$ cat src/rtl/ripple_alu_pkg.sv
package ripple_alu_pkg;

  typedef enum logic [1:0] {
    OP_SUM  = 2'b00,
    OP_DIFF = 2'b01,
    OP_OR   = 2'b10,
    OP_AND  = 2'b11
  } alu_op_e;

  typedef struct packed {
    logic carry;
    logic sum;
  } fa_out_t;

  // one-bit full adder, written as gate equations
  function automatic fa_out_t full_add(input logic x, input logic y, input logic c);
    fa_out_t o;
    logic    half;
    half    = x ^ y;
    o.sum   = half ^ c;
    o.carry = (x & y) | (c & half);
    return o;
  endfunction

  // logic operations live where op bit 1 is set
  function automatic logic is_logic_op(input logic [1:0] op);
    return op[1];
  endfunction

  // op bit 0 both inverts B and feeds the first carry
  function automatic logic invert_b(input logic [1:0] op);
    return op[0];
  endfunction

endpackage

$ cat src/rtl/ripple_alu_fa.sv
module ripple_alu_fa
  import ripple_alu_pkg::*;
(
  input  logic x_in,
  input  logic y_in,
  input  logic c_in,
  output logic s_out,
  output logic c_out
);

  fa_out_t fa_res;

  always_comb fa_res = full_add(x_in, y_in, c_in);

  assign s_out = fa_res.sum;
  assign c_out = fa_res.carry;


  always_comb begin
    fa_count_chk: assert ({c_out, s_out} == 2'(x_in) + 2'(y_in) + 2'(c_in))
      else $error("full adder count mismatch");
  end

endmodule

$ cat src/rtl/ripple_alu_slice.sv
module ripple_alu_slice
  import ripple_alu_pkg::*;
(
  input  logic       a_bit,
  input  logic       b_bit,
  input  logic [1:0] op,
  input  logic       carry_in,
  output logic       z_bit,
  output logic       carry_fwd
);

  logic b_eff;
  logic and_bit;
  logic or_bit;
  logic sum_bit;
  logic add_carry;
  logic logic_sel;

  assign b_eff   = b_bit ^ invert_b(op);
  assign and_bit = a_bit & b_bit;
  assign or_bit  = a_bit | b_bit;

  ripple_alu_fa u_fa (
    .x_in  (a_bit),
    .y_in  (b_eff),
    .c_in  (carry_in),
    .s_out (sum_bit),
    .c_out (add_carry)
  );

  assign logic_sel = is_logic_op(op);

  always_comb begin
    if (logic_sel) z_bit = op[0] ? and_bit : or_bit;
    else           z_bit = sum_bit;
  end

  assign carry_fwd = logic_sel ? 1'b0 : add_carry;


  always_comb begin
    slice_cgate_chk: assert (!(op[1] && carry_fwd))
      else $error("slice carry live during logic op");
  end


  always_comb begin
    slice_or_chk: assert (op != OP_OR || z_bit == (a_bit | b_bit))
      else $error("slice OR wrong");
  end


  always_comb begin
    slice_and_chk: assert (op != OP_AND || z_bit == (a_bit & b_bit))
      else $error("slice AND wrong");
  end

endmodule

$ cat src/rtl/ripple_alu.sv
module ripple_alu
  import ripple_alu_pkg::*;
#(
  parameter int WIDTH = 8
) (
  input  logic [WIDTH-1:0] opnd_a,
  input  logic [WIDTH-1:0] opnd_b,
  input  logic [1:0]       func_sel,
  output logic [WIDTH-1:0] result,
  output logic             carry_out
);

  localparam int CHAIN = WIDTH + 1;

  logic [CHAIN-1:0] carry_chain;

  // first cell's carry input is the subtract control
  assign carry_chain[0] = invert_b(func_sel);

  for (genvar i = 0; i < WIDTH; i++) begin : g_slice
    ripple_alu_slice u_slice (
      .a_bit     (opnd_a[i]),
      .b_bit     (opnd_b[i]),
      .op        (func_sel),
      .carry_in  (carry_chain[i]),
      .z_bit     (result[i]),
      .carry_fwd (carry_chain[i+1])
    );
  end

  assign carry_out = carry_chain[WIDTH];


  always_comb begin
    sum_word_chk: assert (func_sel != OP_SUM ||
                          {carry_out, result} == ({1'b0, opnd_a} + {1'b0, opnd_b}))
      else $error("sum word wrong");
  end


  always_comb begin
    diff_word_chk: assert (func_sel != OP_DIFF || result == WIDTH'(opnd_a - opnd_b))
      else $error("difference word wrong");
  end


  always_comb begin
    diff_sign_chk: assert (func_sel != OP_DIFF || carry_out == (opnd_a >= opnd_b))
      else $error("difference sign flag wrong");
  end


  always_comb begin
    logic_flag_chk: assert (!func_sel[1] || !carry_out)
      else $error("carry flag set during logic op");
  end

endmodule

$ cat config.mk
export PLATFORM = sky130hd
export DESIGN_NAME = ripple_alu
export DESIGN_NICKNAME = d
export VERILOG_FILES = /design/src/rtl/ripple_alu_pkg.sv /design/src/rtl/ripple_alu_fa.sv /design/src/rtl/ripple_alu_slice.sv /design/src/rtl/ripple_alu.sv
export SDC_FILE = /design/constraint.sdc
export NUM_CORES = 1
export LEC_CHECK = 0
export BUFFER_PORTS_ARGS = -buffer_cell sky130_fd_sc_hd__clkbuf_2
export CORE_MARGIN = 3
export CORE_UTILIZATION = 32
export DETAILED_ROUTE_END_ITERATION = 7
export MAX_ROUTING_LAYER = met4
export PLACE_DENSITY_LB_ADDON = 0.05
export SETUP_SLACK_MARGIN = 0.5
export SYNTH_ARGS = -nofsm -noshare
export SYNTH_HDL_FRONTEND = slang
export SYNTH_SLANG_ARGS = --single-unit
$ cat constraint.sdc
create_clock -name vclk -period 10.6
set_clock_uncertainty 0.2 [all_clocks]
set_input_delay 2.12 -clock vclk [all_inputs]
set_output_delay 2.12 -clock vclk [all_outputs]
set_load 0.05 [all_outputs]
==> summary.txt, run 1 <==
STA
  • RSZ-0062 raised after global routing: no
  • Slew Limit Headroom: 0.814
  • Final Hold Slack: between 4000 and 5000 ps
  • TNS Setup: 0 ps
  • Slew Viols, Final: 0
  • Final hold vios: 0
  • Final critical-path share of the clock period: 0.910
  • Fmax: ~0.10 GHz
  • Worst slew pin tran: about 280 ps
  • Final setup viols: 0
  • Tmin final: 9640 ps

Floorplan
  • Die Y-Extent: between 40 and 50 µm
  • Chip Width: slightly below 50 µm
  • IO Count: 27
  • Rows: 14
  • Core area: about 1600 µm²
  • Starting Density: 0.358
  • Die area: about 2300 µm²

Synthesis
  • Synthesized net count: between 90 and 100
  • Largest family of logic cells by synthesized area: adder cells
  • Post-synth top area share: 0.246
  • Synth cell types: 17
  • Synth Warn #: 0
  • Syn Area/Cell: just under 9 µm²
  • Synth Area in Compound Gates: 0.0329
  • Adder-Cell Fraction of Synth Area: 0.373
  • Post-synthesis mux area share: 0.123
  • Mapped cell area: between 500 and 600 µm²
  • Cell taking the most area after synthesis: fa_1
  • Top cells by area, synth: fa_1, mux2i_1, xnor2_1
  • Post-synthesis sequential area ratio: 0
  • Mapped Cells: 66
  • Post-synthesis xor/xnor area fraction: 0.107
  • Post-Synth Simple-Gate Area: 0.103

GRT
  • Gr ovfl total: 0
  • Total GRT Usage: 0.0916
  • Largest net degree at the start of global routing: 17
  • Global-route wire length before repair: between 1500 and 2000 µm
  • Initial antenna violation count: 0
  • Vias in the first global route: roughly 370

Detailed routing
  • # DRC: 0
  • Drt wl/cell: about 8.3 µm
  • ANT nets after route: 0
  • Vias per cell: 3.93
  • Iter 0 DRT Violations: 3
  • Routed WL: approximately 900 µm
  • Via count: 424
  • Drt pass-1 iters: 3

Layout
  • Ant. Diodes: 0
  • P&R area growth vs syn: 14.7%
  • Reg area: 0 µm²
  • Nets: about 110
  • Clock Buffer Count: 0
  • Commonest cells after routing, fill and taps aside: clkbuf_2, inv_1
  • Share of layout cells above drive strength 1: 0.452
  • Commonest non-fill, non-tap cell in the layout: clkbuf_2
  • Fillers: approximately 170
  • Final core occ: 0.411
  • FF+latch count: 0

CTS
  • # Post-CTS Setup Buffers: 0
  • Cts hold-fix bufs: 0
  • Post-CTS sizing: 0

Setup path
  • Arrival time worst endpoint: 7320 ps
  • Critical Path Fanout Max: 3
  • Worst setup SP type: primary input
  • Critical Path Start: opnd_b[0]
  • Setup crit end kind: output port
  • Worst Path Required: about 8300 ps
  • Crit Path Category: in -> out

Placed design
  • I/O Buffers: 27
  • Post-DP HPWL: roughly 800 µm
  • GPL Wtd Cong: around 0.6

Outcome
  • Status: complete, no violations

Power and ir drop
  • Max IR drop VDD: 0.0308 mV
  • Power, Total: approximately 49 µW
  • PD cells: 75.6 nW/µm²
  • Leakage: ~0.34 nW

Min path
  • Worst Hold Class: in -> out
  • Hold wc startpoint: opnd_a[0]

Job
  • Max Cap Viol: 0
path summary, 6_finish.rpt:
| path | end | slack, ps | cells after the start |
|---|---|---|---|
| min | result[0] | 4540 | 4 |
| max | result[7] | 960 | 18 |
critical path, stage by stage:
cell and delay [ps]:
clkbuf_2 100, or2b_1 210, a21o_1 190, fa_1 340
or2_2 290, fa_1 350, or2_2 310, fa_1 350
or2_2 290, fa_1 350, or2_2 290, fa_1 360
or2_2 290, fa_1 370, or2_2 290, fa_1 430
mux2i_1 130, clkbuf_2 290
layout make-up:
type                       instances  area [µm²]  share of cell area
inverter                          14        52.6              0.0803
multi-input combinational         41         422               0.644
tap                               24        30.0              0.0459
timing repair buffer              29         150               0.229
stage by stage:
step / instances / worst slack, ps / instance area, µm²
2_1_floorplan: 66 / 905 / 571
3_3_place_gp: 108 / 942 / 654
3_5_place_dp: 108 / 947 / 654
4_1_cts: 108 / 918 / 654
5_1_grt: 108 / 721 / 654
6_report: 108 / 958 / 654
per-layer routing:
layer	GRT usage	vias to the layer above	wire length (µm)	share of wire
met3	0	0	61	0.068
met2	0.125	16	377	0.42
li1	-	228	-	-
met5	-	-	0	0
met4	0	0	0	0
met1	0.157	180	462	0.51
logic make-up after synthesis:
| group | Yosys count |
|---|---|
| xor+xnor | 7 |
| fa+ha+maj | 14 |
| buf+inv | 25 |
| mux | 7 |
| compound gates | 3 |
| simple gates | 10 |
cell usage after synthesis:
cell,n
inv_1,14
buf_4,8
fa_1,7
mux2i_1,7
or2_2,7
xnor2_1,7
maj3_1,5
maj3_2,2
a21o_1,1
a31oi_1,1
buf_12,1
buf_2,1
buf_6,1
nand2_1,1
nor2_1,1
o21ai_0,1
or2b_1,1
report_power, final:
group,switching (mW),internal [mW],total [mW],leakage (nW)
Clock,0,0,0,0
Sequential,0,0,0,0
Combinational,0.0331,0.0163,0.0495,0.343
Total,0.0331,0.0163,0.0495,0.343
No activity file was read; power rests on OpenSTA's default activity.
==> run 2: changes to the inputs <==
==> constraint.sdc (replaced) <==
create_clock -name vclk -period 10.6
set_clock_uncertainty 0.2 [all_clocks]
set_input_delay 2.12 -clock vclk [all_inputs]
set_output_delay 2.12 -clock vclk [all_outputs]
set_load 0.02 [all_outputs]
==> run 2 against run 1 <==
Maximum frequency grew 1.2%. Cell count stayed put. First-iteration DRC count unchanged. Sequential cell count unchanged. Worst setup slack improved by 120 ps. Global-route usage increased by 0.54 points. Critical path type unchanged. Largest cell class unchanged. Largest power group unchanged.
==> summary.txt, run 2 (synthesis results as in run 1) <==
Layout
  • Nets: ~110
  • Reg area: 0 µm²
  • FF+latch count: 0
  • Ant. Diodes: 0
  • Clock Buffer Count: 0
  • P&R area growth vs syn: 14.7%
  • Commonest non-fill, non-tap cell in the layout: clkbuf_2
  • Share of layout cells above drive strength 1: 0.452
  • Commonest cells after routing, fill and taps aside: clkbuf_2, inv_1
  • Cell Count, Final, Fillers Out: between 100 and 150

Power and ir drop
  • Net Sw Frac: 0.560
  • PD cells: 56.3 nW/µm²
  • Clock power share: 0
  • Internal power: 16.2 µW
  • Max IR drop VDD: 0.0241 mV
  • Part of the power in registers: 0
  • Logic gate share of total power: 1.000
  • P_sw: approximately 21 µW
  • Leakage: roughly 0.34 nW

Outcome
  • Status: complete, no violations

STA
  • Fmax: ~0.11 GHz
  • Tmin final: about 9500 ps
  • Final hold vios: 0
  • TNS Setup: 0 ps
  • Worst slew pin tran: 201 ps
  • Final setup viols: 0
  • Slew Viols, Final: 0
  • Slew Limit Headroom: 0.865
  • RSZ-0062 raised after global routing: no
  • Final critical-path share of the clock period: 0.898

Detailed routing
  • Drt wl/cell: around 8.8 µm
  • ANT nets after route: 0
  • Vias per cell: roughly 4.0
  • Via count: approximately 430
  • # DRC: 0
  • Drt pass-1 iters: 2
  • Routed WL: roughly 950 µm
  • Iter 0 DRT Violations: 3

GRT
  • Initial antenna violation count: 0
  • Vias in the first global route: about 400
  • Largest net degree at the start of global routing: 18
  • Gr ovfl total: 0
  • Total GRT Usage: 0.0970
  • Global-route wire length before repair: between 1500 and 2000 µm

Setup path
  • Crit path buffers/inverters: 2
  • Worst setup SP type: primary input
  • Crit Path Category: in -> out
  • Worst path max stage delay: ~420 ps
  • Crit-path cells: clkbuf_2 > or2b_1 > a21o_1 > fa_1 > or2_2 > fa_1 > or2_2 > fa_1 > or2_2 > fa_1 > or2_2 > fa_1 > or2_2 > fa_1 > or2_2 > fa_1 > mux2i_1 > clkbuf_2
  • Worst Path Required: about 8300 ps
  • Critical Path Fanout Max: 2
  • Top delay family on crit path: adder cells
  • Arrival time worst endpoint: 7200 ps
  • Setup crit end kind: output port
  • Slowest CP cell: fa_1
  • CP most frequent cell: fa_1

CTS
  • Post-CTS sizing: 0
  • # Post-CTS Setup Buffers: 0
  • Cts hold-fix bufs: 0

Min path
  • Worst Hold Class: in -> out

Job
  • Max Cap Viol: 0

Placed design
  • Placed insts: 108
  • Post-DP HPWL: 828 µm
  • GPL Wtd Cong: 0.638
  • I/O Buffers: 27

Floorplan
  • Chip Width: ~48 µm
  • IO Count: 27
  • Die area: 2330 µm²
  • Core area: approximately 1600 µm²
  • Starting Density: 0.358
  • Die Y-Extent: 48.2 µm
  • Rows: 14
-- run 2: cell counts in the layout (fill, tap and decap cells not counted) --
No cell type changed its count.
-- run 2: final cells by class --
| cell class | count | area, µm² |
|---|---|---|
| Fill cell | 172 | 940 |
| Inverter | 14 | 52.6 |
| Multi-Input combinational cell | 41 | 422 |
| Timing Repair Buffer | 29 | 150 |
| Tap cell | 24 | 30.0 |
-- run 2: worst paths after layout --
| check | slack (ps) | depth (start not counted) | end | from |
|---|---|---|---|---|
| min | 4450 | 4 | result[0] | opnd_a[0] |
| max | 1080 | 18 | result[7] | func_sel[0] |
-- run 2: worst min-delay path: cells and delay by family --
family / cells / cell delay (ps)
buffers and inverters: 2 / 240
AOI/OAI and AO/OA: 1 / 90
and+or+nand+nor: 1 / 80
-- run 2: per-layer routing --
| metal | global-route usage | up-vias | part of all wire | wire [µm] |
|---|---|---|---|---|
| li1 | - | 228 | - | - |
| met1 | 0.136 | 190 | 0.46 | 434 |
| met2 | 0.167 | 16 | 0.45 | 428 |
| met3 | 0 | 0 | 0.092 | 87 |
| met4 | 0 | 0 | 0 | 0 |
| met5 | - | - | 0 | 0 |
-- run 2: per-stage QoR --
step	hold slack, ps	utilization	setup WS [ps]	instance area (µm²)	power (mW)
4_1_cts	4450	0.411	1050	654	0.0376
2_1_floorplan	4330	-	1220	571	0.0335
6_report	4450	0.411	1080	654	0.0369
3_5_place_dp	4450	0.411	1070	654	0.0374
5_1_grt	4510	0.411	792	654	0.0422
3_3_place_gp	4450	0.411	1050	654	0.0370
-- run 2: power by group through the flow --
| stage | logic [mW] | registers [mW] | clock network (mW) |
|---|---|---|---|
| floorplan | 0.0335 | 0 | 0 |
| global placement | 0.0370 | 0 | 0 |
| detailed placement | 0.0374 | 0 | 0 |
| CTS | 0.0376 | 0 | 0 |
| global route | 0.0422 | 0 | 0 |
| finish | 0.0369 | 0 | 0 |
==> run 3: changes to the inputs <==
--- a/config.mk
+++ b/config.mk
@@ -5,6 +5,7 @@
 export SDC_FILE = /design/constraint.sdc
 export NUM_CORES = 1
 export LEC_CHECK = 0
+export ABC_AREA = 1
 export BUFFER_PORTS_ARGS = -buffer_cell sky130_fd_sc_hd__clkbuf_2
 export CORE_MARGIN = 3
 export CORE_UTILIZATION = 32
==> run 3 against run 2 <==
Sequential share of layout area unchanged. Routed wire length increased by 21%. Combinational power decreased by 1%. Critical path depth increased by 2. Cell count increased by 31%. Worst setup slack improved by 210 ps. Hold slack got worse by 34 ps. Non-clock buffer count decreased by 2. Global-route usage increased by 0.65 points. Clock-buffer cell count unchanged. Largest cell class unchanged. Highest routed layer unchanged.
==> summary.txt, run 3 <==
Detailed routing
  • Routed WL: roughly 1100 µm
  • Drt wl/cell: 8.11 µm
  • Drt pass-1 iters: 4
  • # DRC: 0
  • Via count: 570
  • ANT nets after route: 0
  • Iter 0 DRT Violations: 12
  • Vias per cell: 4.04

Floorplan
  • Die area: ~2500 µm²
  • Starting Density: 0.343
  • Die Y-Extent: just under 50 µm
  • Core area: between 1500 and 2000 µm²
  • Chip Width: 49.5 µm
  • Rows: 15
  • IO Count: 27

STA
  • Fmax: roughly 0.11 GHz
  • Slew Limit Headroom: 0.737
  • Final hold vios: 0
  • TNS Setup: 0 ps
  • Final setup viols: 0
  • Worst slew pin tran: approximately 390 ps
  • Slew Viols, Final: 0
  • Tmin final: between 9000 and 10000 ps
  • Final critical-path share of the clock period: 0.878
  • Final worst slack: 1290 ps
  • RSZ-0062 raised after global routing: no

Layout
  • Commonest cells after routing, fill and taps aside: nand2_1, clkbuf_2, nor2_1, or2_1, inv_1
  • Fillers: 205
  • FF+latch count: 0
  • P&R area growth vs syn: 13.0%
  • Share of layout cells above drive strength 1: 0.241
  • Nets: about 140
  • Commonest non-fill, non-tap cell in the layout: nand2_1
  • Reg area: 0 µm²
  • Area of the multi-input gates: around 480 µm²
  • Ant. Diodes: 0
  • Clock Buffer Count: 0

Setup path
  • Setup crit end kind: output port
  • Critical Path Fanout Max: 16
  • Critical Path Start: func_sel[0]
  • Arrival time worst endpoint: 6990 ps
  • Worst Path Required: about 8300 ps
  • Worst setup SP type: primary input
  • Crit Path Category: in -> out

Placed design
  • GPL Wtd Cong: just under 0.7
  • DP Worst Slack: roughly 1300 ps
  • Post-DP HPWL: roughly 950 µm
  • I/O Buffers: 27

Synthesis
  • Syn Area/Cell: about 6.1 µm²
  • Synth Warn #: 0
  • Post-synth top area share: 0.231
  • Top post-synthesis cells by count: nand2_1, nor2_1, or2_1, inv_1, buf_4
  • Synthesized net count: about 130
  • Top cells by area, synth: fa_1, nand2_1, or2_1
  • Synth cell types: 12
  • Cell taking the most area after synthesis: fa_1
  • Mapped Cells: 100
  • Most frequent cell after synthesis: nand2_1
  • Mapped cell area: slightly above 600 µm²
  • Post-synthesis sequential area ratio: 0

GRT
  • Total GRT Usage: 0.104
  • Largest net degree at the start of global routing: 18
  • Met3 GRT Util: 0.00906
  • Vias in the first global route: between 400 and 500
  • Initial antenna violation count: 0
  • GRT met1 Usage: 0.154
  • Global-route wire length before repair: ~2100 µm
  • Routing usage on met2: 0.163
  • Gr ovfl total: 0
  • Busiest layer in global routing: met2

CTS
  • # Post-CTS Setup Buffers: 0
  • Cts hold-fix bufs: 0
  • Post-CTS sizing: 0

Power and ir drop
  • PD cells: 53.3 nW/µm²
  • Max IR drop VDD: 0.0209 mV
  • Leakage: around 0.38 nW

Outcome
  • Status: complete, no violations

Min path
  • Worst Hold Class: in -> out
  • Hold wc startpoint: opnd_b[0]

Job
  • Max Cap Viol: 0
[run 3: cell types whose count changed in the layout (fill, tap and decap cells not counted), sizes merged]
| cell | change |
|---|---|
| nor2 | +14 |
| buf | -2 |
| nand3 | +2 |
| mux2i | -7 |
| a31oi | -1 |
| nand2 | +34 |
| inv | -4 |
| a21o | -1 |
| or2 | +6 |
| o21ai | -1 |
| maj3 | -7 |
| or2b | -1 |
[run 3: where the power goes]
group	total (mW)	switching (mW)	internal, mW
logic	0.0364	0.0217	0.0148
clock network	0	0	0
registers	0	0	0
[run 3: cell type report]
cell class / count / area share
inverter: 10 / 0.0548
multi-input combinational: 79 / 0.702
timing repair buffer: 27 / 0.197
tap: 25 / 0.0457
[run 3: logic make-up (layout without fill, tap and decap cells)]
kind of cell,count (synthesis),count (layout),synth area share
xor+xnor,7,7,0.101
buf+inv,21,37,0.207
simple gates,65,65,0.461
fa+ha+maj,7,7,0.231
[run 3: path summary, 6_finish.rpt]
kind | cells after the start | slack, ps | end
max | 20 | 1290 | result[7]
min | 4 | 4410 | result[0]
[run 3: worst max-delay path: stages]
cell and delay (ps):
clkbuf_2 330, nand2_1 90, nand2_1 70, nand2_1 70
fa_1 350, or2_1 220, fa_1 350, or2_1 240
fa_1 350, or2_1 220, fa_1 350, or2_1 230
fa_1 350, or2_1 220, fa_1 350, or2_1 220
fa_1 420, or2_1 220, nand2_1 60, clkbuf_2 160
[run 3: routing by layer]
| layer | wire length (µm) | part of all wire | vias up |
|---|---|---|---|
| li1 | - | - | 316 |
| met3 | 86 | 0.075 | 0 |
| met5 | 0 | 0 | - |
| met4 | 0 | 0 | 0 |
| met2 | 503 | 0.44 | 17 |
| met1 | 553 | 0.48 | 237 |
[run 3: through the flow]
step / instances / total power, mW / hold WS [ps] / util / cell area [µm²]
after floorplan: 100 / 0.0318 / 4220 / - / 606
after CTS: 141 / 0.0374 / 4420 / 0.388 / 684
after global routing: 141 / 0.0429 / 4470 / 0.388 / 684
after global placement: 141 / 0.0372 / 4400 / 0.388 / 684
final: 141 / 0.0364 / 4410 / 0.388 / 684
after detailed placement: 141 / 0.0372 / 4420 / 0.388 / 684
